===== src/rtl/sbf_pkg.sv =====
package sbf_pkg;
  localparam int MK_W = 8;

  typedef enum logic [MK_W-1:0] {
    MK_SIDE = 8'hA5,
    MK_IDLE = 8'h5A
  } marker_e;

  function automatic int data_w(input int wide);
    return (wide != 0) ? 64 : 32;
  endfunction

  function automatic int side_w(input int wide);
    return (wide != 0) ? 8 : 4;
  endfunction
endpackage


===== src/rtl/sbf_fifo.sv =====
// First-word-fall-through buffer able to take one or two entries per cycle.
// DEPTH must be a power of two, at least 4. Callers never push past capacity.
module sbf_fifo #(
  parameter int W     = 8,
  parameter int DEPTH = 8
) (
  input  logic                       clk,
  input  logic                       rst_n,
  input  logic                       clr,
  input  logic                       push,
  input  logic                       push2,
  input  logic [W-1:0]               d0,
  input  logic [W-1:0]               d1,
  input  logic                       pop,
  output logic [W-1:0]               head,
  output logic [$clog2(DEPTH):0]     count,
  output logic                       empty
);
  localparam int AW = $clog2(DEPTH);
  localparam int CW = AW + 1;

  logic [W-1:0]  mem [DEPTH];
  logic [AW-1:0] wp, rp;
  logic [CW-1:0] cnt;
  logic          do_pop;
  logic          two;

  assign do_pop = pop && (cnt != '0);
  assign two    = push && push2;

  always_ff @(posedge clk) begin
    if (push) mem[wp] <= d0;
    if (two)  mem[wp + AW'(1)] <= d1;
  end

  always_ff @(posedge clk or negedge rst_n) begin
    if (!rst_n) begin
      wp  <= '0;
      rp  <= '0;
      cnt <= '0;
    end else if (clr) begin
      wp  <= '0;
      rp  <= '0;
      cnt <= '0;
    end else begin
      if (push)   wp <= wp + (two ? AW'(2) : AW'(1));
      if (do_pop) rp <= rp + AW'(1);
      cnt <= cnt + CW'(push) + CW'(two) - CW'(do_pop);
    end
  end

  assign head  = mem[rp];
  assign count = cnt;
  assign empty = (cnt == '0);
endmodule


===== src/rtl/sbf_tx.sv =====
// Transmit framer: inserts a sideband word ahead of any data word whose
// sideband differs from the last accepted one; idles when the buffer is empty.
module sbf_tx
  import sbf_pkg::*;
#(
  parameter int DW    = 64,
  parameter int SW    = 8,
  parameter int DEPTH = 16
) (
  input  logic          clk,
  input  logic          rst_n,
  input  logic          in_valid,
  output logic          in_ready,
  input  logic [DW-1:0] in_data,
  input  logic [SW-1:0] in_side,
  output logic          out_valid,
  input  logic          out_ready,
  output logic          out_ctrl,
  output logic [DW-1:0] out_word
);
  localparam int LW  = DW + 1;
  localparam int PAD = DW - MK_W - SW;
  localparam int CW  = $clog2(DEPTH) + 1;

  logic [SW-1:0] last_side;
  logic          last_ok;
  logic          live_q;
  logic          accept, change;
  logic [LW-1:0] ctrl_word, data_word, idle_word, head;
  logic [CW-1:0] cnt;
  logic          empty;

  assign in_ready  = (cnt <= CW'(DEPTH - 2));
  assign accept    = in_valid && in_ready;
  assign change    = accept && (!last_ok || (in_side != last_side));

  assign ctrl_word = {1'b1, MK_SIDE, {PAD{1'b0}}, in_side};
  assign data_word = {1'b0, in_data};
  assign idle_word = {1'b1, MK_IDLE, {(DW - MK_W){1'b0}}};

  always_ff @(posedge clk or negedge rst_n) begin
    if (!rst_n) begin
      last_side <= '0;
      last_ok   <= 1'b0;
      live_q    <= 1'b0;
    end else begin
      live_q <= 1'b1;
      if (accept) begin
        last_side <= in_side;
        last_ok   <= 1'b1;
      end
    end
  end

  sbf_fifo #(.W(LW), .DEPTH(DEPTH)) u_buf (
    .clk   (clk),
    .rst_n (rst_n),
    .clr   (1'b0),
    .push  (accept),
    .push2 (change),
    .d0    (change ? ctrl_word : data_word),
    .d1    (data_word),
    .pop   (live_q && out_ready),
    .head  (head),
    .count (cnt),
    .empty (empty)
  );

  assign out_valid = live_q;
  assign out_ctrl  = empty ? idle_word[LW-1] : head[LW-1];
  assign out_word  = empty ? idle_word[DW-1:0] : head[DW-1:0];
endmodule


===== src/rtl/sbf_linkmon.sv =====
// Silence watchdog on the incoming link.
module sbf_linkmon #(
  parameter int LIMIT = 64
) (
  input  logic clk,
  input  logic rst_n,
  input  logic clr,
  input  logic in_valid,
  input  logic framed,
  output logic down
);
  localparam int CW = $clog2(LIMIT + 1);

  logic [CW-1:0] quiet;

  always_ff @(posedge clk or negedge rst_n) begin
    if (!rst_n) begin
      quiet <= '0;
      down  <= 1'b0;
    end else if (clr) begin
      quiet <= '0;
      down  <= 1'b0;
    end else if (in_valid) begin
      quiet <= '0;
      if (framed) down <= 1'b0;
    end else begin
      if (quiet != CW'(LIMIT))     quiet <= quiet + CW'(1);
      if (quiet == CW'(LIMIT - 1)) down  <= 1'b1;
    end
  end
endmodule


===== src/rtl/sbf_rx.sv =====
// Receive deframer: tracks the latest sideband and buffers data with it.
module sbf_rx
  import sbf_pkg::*;
#(
  parameter int DW    = 64,
  parameter int SW    = 8,
  parameter int DEPTH = 16,
  parameter int LIMIT = 64
) (
  input  logic          clk,
  input  logic          rst_n,
  input  logic          clr,
  input  logic          in_valid,
  output logic          in_ready,
  input  logic          in_ctrl,
  input  logic [DW-1:0] in_word,
  input  logic          get,
  output logic          empty,
  output logic [DW-1:0] out_data,
  output logic [SW-1:0] out_side,
  output logic          down
);
  localparam int EW = SW + DW;
  localparam int CW = $clog2(DEPTH) + 1;

  logic [MK_W-1:0] mark;
  logic            is_side, is_idle, framed, take;
  logic [SW-1:0]   side_q;
  logic [EW-1:0]   head;
  logic [CW-1:0]   cnt;

  assign mark    = in_word[DW-1 -: MK_W];
  assign is_side = in_ctrl && (mark == MK_SIDE);
  assign is_idle = in_ctrl && (mark == MK_IDLE);
  assign framed  = !in_ctrl || is_side || is_idle;
  assign in_ready = (cnt != CW'(DEPTH));
  assign take    = in_valid && in_ready;

  always_ff @(posedge clk or negedge rst_n) begin
    if (!rst_n)              side_q <= '0;
    else if (clr)            side_q <= '0;
    else if (take && is_side) side_q <= in_word[SW-1:0];
  end

  sbf_fifo #(.W(EW), .DEPTH(DEPTH)) u_buf (
    .clk   (clk),
    .rst_n (rst_n),
    .clr   (clr),
    .push  (take && !in_ctrl && !clr),
    .push2 (1'b0),
    .d0    ({side_q, in_word}),
    .d1    ('0),
    .pop   (get && !clr),
    .head  (head),
    .count (cnt),
    .empty (empty)
  );

  sbf_linkmon #(.LIMIT(LIMIT)) u_mon (
    .clk      (clk),
    .rst_n    (rst_n),
    .clr      (clr),
    .in_valid (in_valid),
    .framed   (framed),
    .down     (down)
  );

  assign out_data = head[DW-1:0];
  assign out_side = head[EW-1 -: SW];
endmodule


===== src/rtl/sbf_link.sv =====
module sbf_link
  import sbf_pkg::*;
#(
  parameter int WIDE        = 1,
  parameter int TX_DEPTH    = 16,
  parameter int RX_DEPTH    = 16,
  parameter int DOWN_CYCLES = 64
) (
  input  logic                        clk,
  input  logic                        rst_n,
  input  logic                        tx_valid,
  output logic                        tx_ready,
  output logic                        tx_full,
  input  logic [data_w(WIDE)-1:0]     tx_data,
  input  logic [side_w(WIDE)-1:0]     tx_side,
  output logic                        link_out_valid,
  input  logic                        link_out_ready,
  output logic                        link_out_ctrl,
  output logic [data_w(WIDE)-1:0]     link_out_word,
  input  logic                        link_in_valid,
  output logic                        link_in_ready,
  input  logic                        link_in_ctrl,
  input  logic [data_w(WIDE)-1:0]     link_in_word,
  input  logic                        rx_reset,
  input  logic                        rx_get,
  output logic                        rx_empty,
  output logic [data_w(WIDE)-1:0]     rx_data,
  output logic [side_w(WIDE)-1:0]     rx_side,
  output logic                        link_down
);
  localparam int DW = data_w(WIDE);
  localparam int SW = side_w(WIDE);

  sbf_tx #(.DW(DW), .SW(SW), .DEPTH(TX_DEPTH)) u_tx (
    .clk       (clk),
    .rst_n     (rst_n),
    .in_valid  (tx_valid),
    .in_ready  (tx_ready),
    .in_data   (tx_data),
    .in_side   (tx_side),
    .out_valid (link_out_valid),
    .out_ready (link_out_ready),
    .out_ctrl  (link_out_ctrl),
    .out_word  (link_out_word)
  );

  sbf_rx #(.DW(DW), .SW(SW), .DEPTH(RX_DEPTH), .LIMIT(DOWN_CYCLES)) u_rx (
    .clk      (clk),
    .rst_n    (rst_n),
    .clr      (rx_reset),
    .in_valid (link_in_valid),
    .in_ready (link_in_ready),
    .in_ctrl  (link_in_ctrl),
    .in_word  (link_in_word),
    .get      (rx_get),
    .empty    (rx_empty),
    .out_data (rx_data),
    .out_side (rx_side),
    .down     (link_down)
  );

  assign tx_full = !tx_ready;
endmodule


===== config.mk =====
export PLATFORM = sky130hd
export DESIGN_NAME = sbf_link
export DESIGN_NICKNAME = d
export VERILOG_FILES = /design/src/rtl/sbf_pkg.sv /design/src/rtl/sbf_fifo.sv /design/src/rtl/sbf_tx.sv /design/src/rtl/sbf_linkmon.sv /design/src/rtl/sbf_rx.sv /design/src/rtl/sbf_link.sv
export SDC_FILE = /design/constraint.sdc
export NUM_CORES = 2
export LEC_CHECK = 0
export ABC_AREA = 1
export BUFFER_PORTS_ARGS = -buffer_cell sky130_fd_sc_hd__buf_2
export CORE_UTILIZATION = 48
export CTS_BUF_LIST = sky130_fd_sc_hd__clkbuf_8
export DETAILED_ROUTE_END_ITERATION = 16
export GPL_ROUTABILITY_DRIVEN = 0
export SYNTH_ARGS = -nofsm -noshare
export SYNTH_HDL_FRONTEND = slang
export SYNTH_HIERARCHICAL = 1
export SYNTH_SLANG_ARGS = --single-unit

===== constraint.sdc =====
create_clock -name clk -period 18.8 [get_ports clk]
set_clock_uncertainty 0.2 [all_clocks]
set_input_delay 0.94 -clock clk [delete_from_list [all_inputs] [get_ports clk]]
set_output_delay 0.94 -clock clk [all_outputs]
set_load 0.03 [all_outputs]

==> metrics.md <==
| Metric | Value |
|---|---|
| WL/cell | 22.34 microns |
| Mapped cell area | 120000 sq um |
| Post-synth EDFFs | 2192 |
| Setup WS post-layout | 11840 ps |
| Largest net degree at the start of global routing | 178 |
| Layout Nets | 14460 |
| Classification of the worst setup path | reg2out |
| Syn_area_per_cell | 8.153 sq um |
| Total chip power | 12.66 mW |
| Max Clock Freq | 143.6 MHz |
| Asr flop ratio synth | 0.02317 |
| Die area | 252000 sq um |
| Slew Viols, Final | 2336 |
| Register area share after synthesis | 0.5593 |
| Pwr Density | 98.46 nW/um^2 |
| Sequential Area | 67150 sq um |
| Initial antenna violation count | 29 |
| CTS Buffer Depth | 4 |
| Total Routing Usage GR | 0.3122 |
| Maximum vdd drop | 0.00008384 V |
| Multi-input gate area | 43240 sq um |
| Hold Violations, Final | 0 |
| Hold Slack | 118.4 ps |
| DR pass1 iterations | 6 |
| DRT iter0 DRCs | 11500 |
| Worst min path class | in2reg |
| Placed cell count | 17200 |
| IO Count | 287 |
| Post-synth top area share | 0.5484 |
| Vias in the first global route | 93030 |
| Library cells used by synthesis | 47 |
| Worst setup EP type | primary output |
| HP Start | link_in_word[4] |
| Status | finished with violations |
| Worst slew pin tran | 4241 ps |
| Violated checks | max-slew violations |
| Routed wire length | 400600 microns |
| Fin Setup TNS | 0 ps |
| Slew margin rel. | -1.828 |
| Max-cap violations | 0 |
| Routed vias/inst | 5.541 |
| Most used DFF post-synth | edfxtp_1 |
| # rows | 183 |
| Post-route design area | 128500 sq um |
| DRC violations left | 0 |
| Die width | 502.0 microns |
| Clk_lat worst skew | 1090 ps |
| HPWL after DPL | 200600 microns |
| Post-synth top area cell | edfxtp_1 |
| Placed cell area | 121300 sq um |
| Initial Util | 0.4827 |
| TritonCTS clock tree | done |
| Core Box Area | 248700 sq um |
| Critical path launch point type | flop |
| GRT Residual Overflow | 0 |
| Setup Fix Bufs, Post-CTS | 0 |
| Crit path max fanout | 76 |
| First-pass GRT wire length | 588300 microns |
| Post-DRT Antenna Nets | 0 |
| Final setup vio count | 0 |
| RSZ-0062 raised after global routing | no |
| Area contributors post-synth | edfxtp_1, nand2_1, o21ai_0 |
| H-Tree Depth | 5 |
| Synth warnings | 6 |
| Worst Path Required | 17660 ps |
| Layout cell share with drive strength beyond 1 | 0.07327 |
| Crit. Startpoint | u_tx/u_buf/rp[1]$_DFFE_PN0P_ |
| CP arrival | 5820 ps |
| Non-Filler Instances | 17930 |
| Yosys reg bits | 2244 |
| Fin crit share | 0.3704 |
| Vias | 99360 |
| Pleak | 55.42 nW |
| Fin util | 0.5170 |
| Minimum clock period | 6963 ps |
| # port buffers | 286 |
| Layout overhead on the synthesized area | 7.107% |
| Die Ht | 502.0 microns |
| Filler cell count | 23290 |
| Clock sinks | 2244 |
| CTS Root Buffer Type | clkbuf_8 |
| Num CTS Buffers | 405 |
| R2R Path Start | u_tx/u_buf/count[3]$_DFF_PN0_ |
| Clock-pin slew on the worst setup and hold paths | 60 ps |
| Gate Count Post-Synth | 14720 |
| Dpl ws | 12800 ps |
-- kinds of logic after synthesis --
group / after synthesis / share of synthesized area
adders and majority gates: 24 / 0.002877
and+or+nand+nor: 7710 / 0.2569
other: 3 / 0.00009382
buffers and inverters: 2492 / 0.08643
xor gates and xnor gates: 6 / 0.0004379
DFF: 2244 / 0.5593
AOI/OAI and AO/OA: 2241 / 0.09394
-- worst max-delay path, cell delays in order, from the launching register on --
cell and delay (ps):
dfrtp_4 1090, buf_12 560, nand2_1 240, inv_6 650, buf_4 810, nand2_1 110
nor2_1 130, nor2_1 50, nand2_1 50, nand2_1 270, or2_2 380, buf_2 180
-- synth_stat cells, types with 7 or more instances --
master	n
nand2_1	5788
edfxtp_1	2192
o21ai_0	1902
inv_1	1146
nor2_1	921
nand3_1	873
clkbuf_1	659
buf_2	332
o21ai_1	313
buf_1	249
buf_6	62
nor2_4	57
dfrtp_1	52
inv_2	22
nand3_2	19
ha_1	18
nor2_2	15
a21oi_1	12
buf_4	7
nand2_2	7
nand3_4	7
-- layer usage --
metal  up-vias  wire, microns  track usage
li1      46540              -            -
met1     46930         156400       0.3977
met2      4937         192700       0.5326
met3       945          35020      0.04300
met4         8          16510       0.1294
met5         -             50            0
-- placed cells by master (no fill, tap or decap), drive strengths merged, types with 4 or more instances in the layout --
master,Yosys,routed
bufinv,0,4
dfrtp,52,52
clkbuf,663,420
clkinvlp,0,7
ha,18,18
clkinv,2,132
a21oi,14,14
buf,656,392
xor2,4,4
dlygate4sd3,0,13
diode,0,11
nand3,899,899
or2,6,6
fa,6,6
edfxtp,2192,2192
nor2,993,993
inv,1171,1319
nand2,5799,5799
o21ai,2221,2221
nand4,7,7
conb,3,78
-- power by group --
part / switching [mW] / internal (mW) / leakage, nW / total [mW]
logic: 1.96 / 0.699 / 30.9 / 2.65
registers: 0.0669 / 5.75 / 20.4 / 5.81
clock network: 2.08 / 2.11 / 4.16 / 4.19
total: 4.10 / 8.56 / 55.4 / 12.7
-- sequential cells by signal, indices dropped and copies added, names as in the netlist, 5 cells and up --
signal	flops
u_rx/u_buf/mem	1152
u_rx/side_q	8
u_rx/u_buf/count	5
u_tx/u_buf/count	5
u_tx/u_buf/mem	1040
u_tx/last_side	8
u_rx/u_mon/quiet	7
-- repair_timing --
| item | in CTS | in global routing |
|---|---|---|
| resized for setup | 0 | 0 |
| hold buffers | 13 | 0 |
| endpoints found under the hold margin | 67 | 0 |
| setup endpoints to repair | 0 | 0 |
-- cell type report --
type | count | area share
clock inverters | 289 | 0.01008
repair buffers | 405 | 0.01882
diodes | 11 | 0.0002141
flip-flops and latches | 2244 | 0.5224
clock buffers | 420 | 0.04497
inverters | 1173 | 0.03481
multi-input cells | 10060 | 0.3363
well taps | 3330 | 0.03241
-- worst paths after layout --
kind / to / slack, ps / cells past startpoint
worst max-delay path: link_out_ctrl / 11840 / 11
worst min-delay path: u_rx/side_q[4]$_DFFE_PN0P_ / 120 / 3
worst max register to register: u_tx/u_buf/mem[3][29]$_DFFE_PP_ / 13060 / 12
worst min register to register: u_tx/last_ok$_DFFE_PN0P_ / 280 / 2
max in group asynchronous: u_rx/u_buf/rp[3]$_DFFE_PN0P_ / 17340 / 3
min in group asynchronous: u_tx/u_buf/count[4]$_DFF_PN0_ / 390 / 3
No activity file was read; power rests on OpenSTA's default activity.
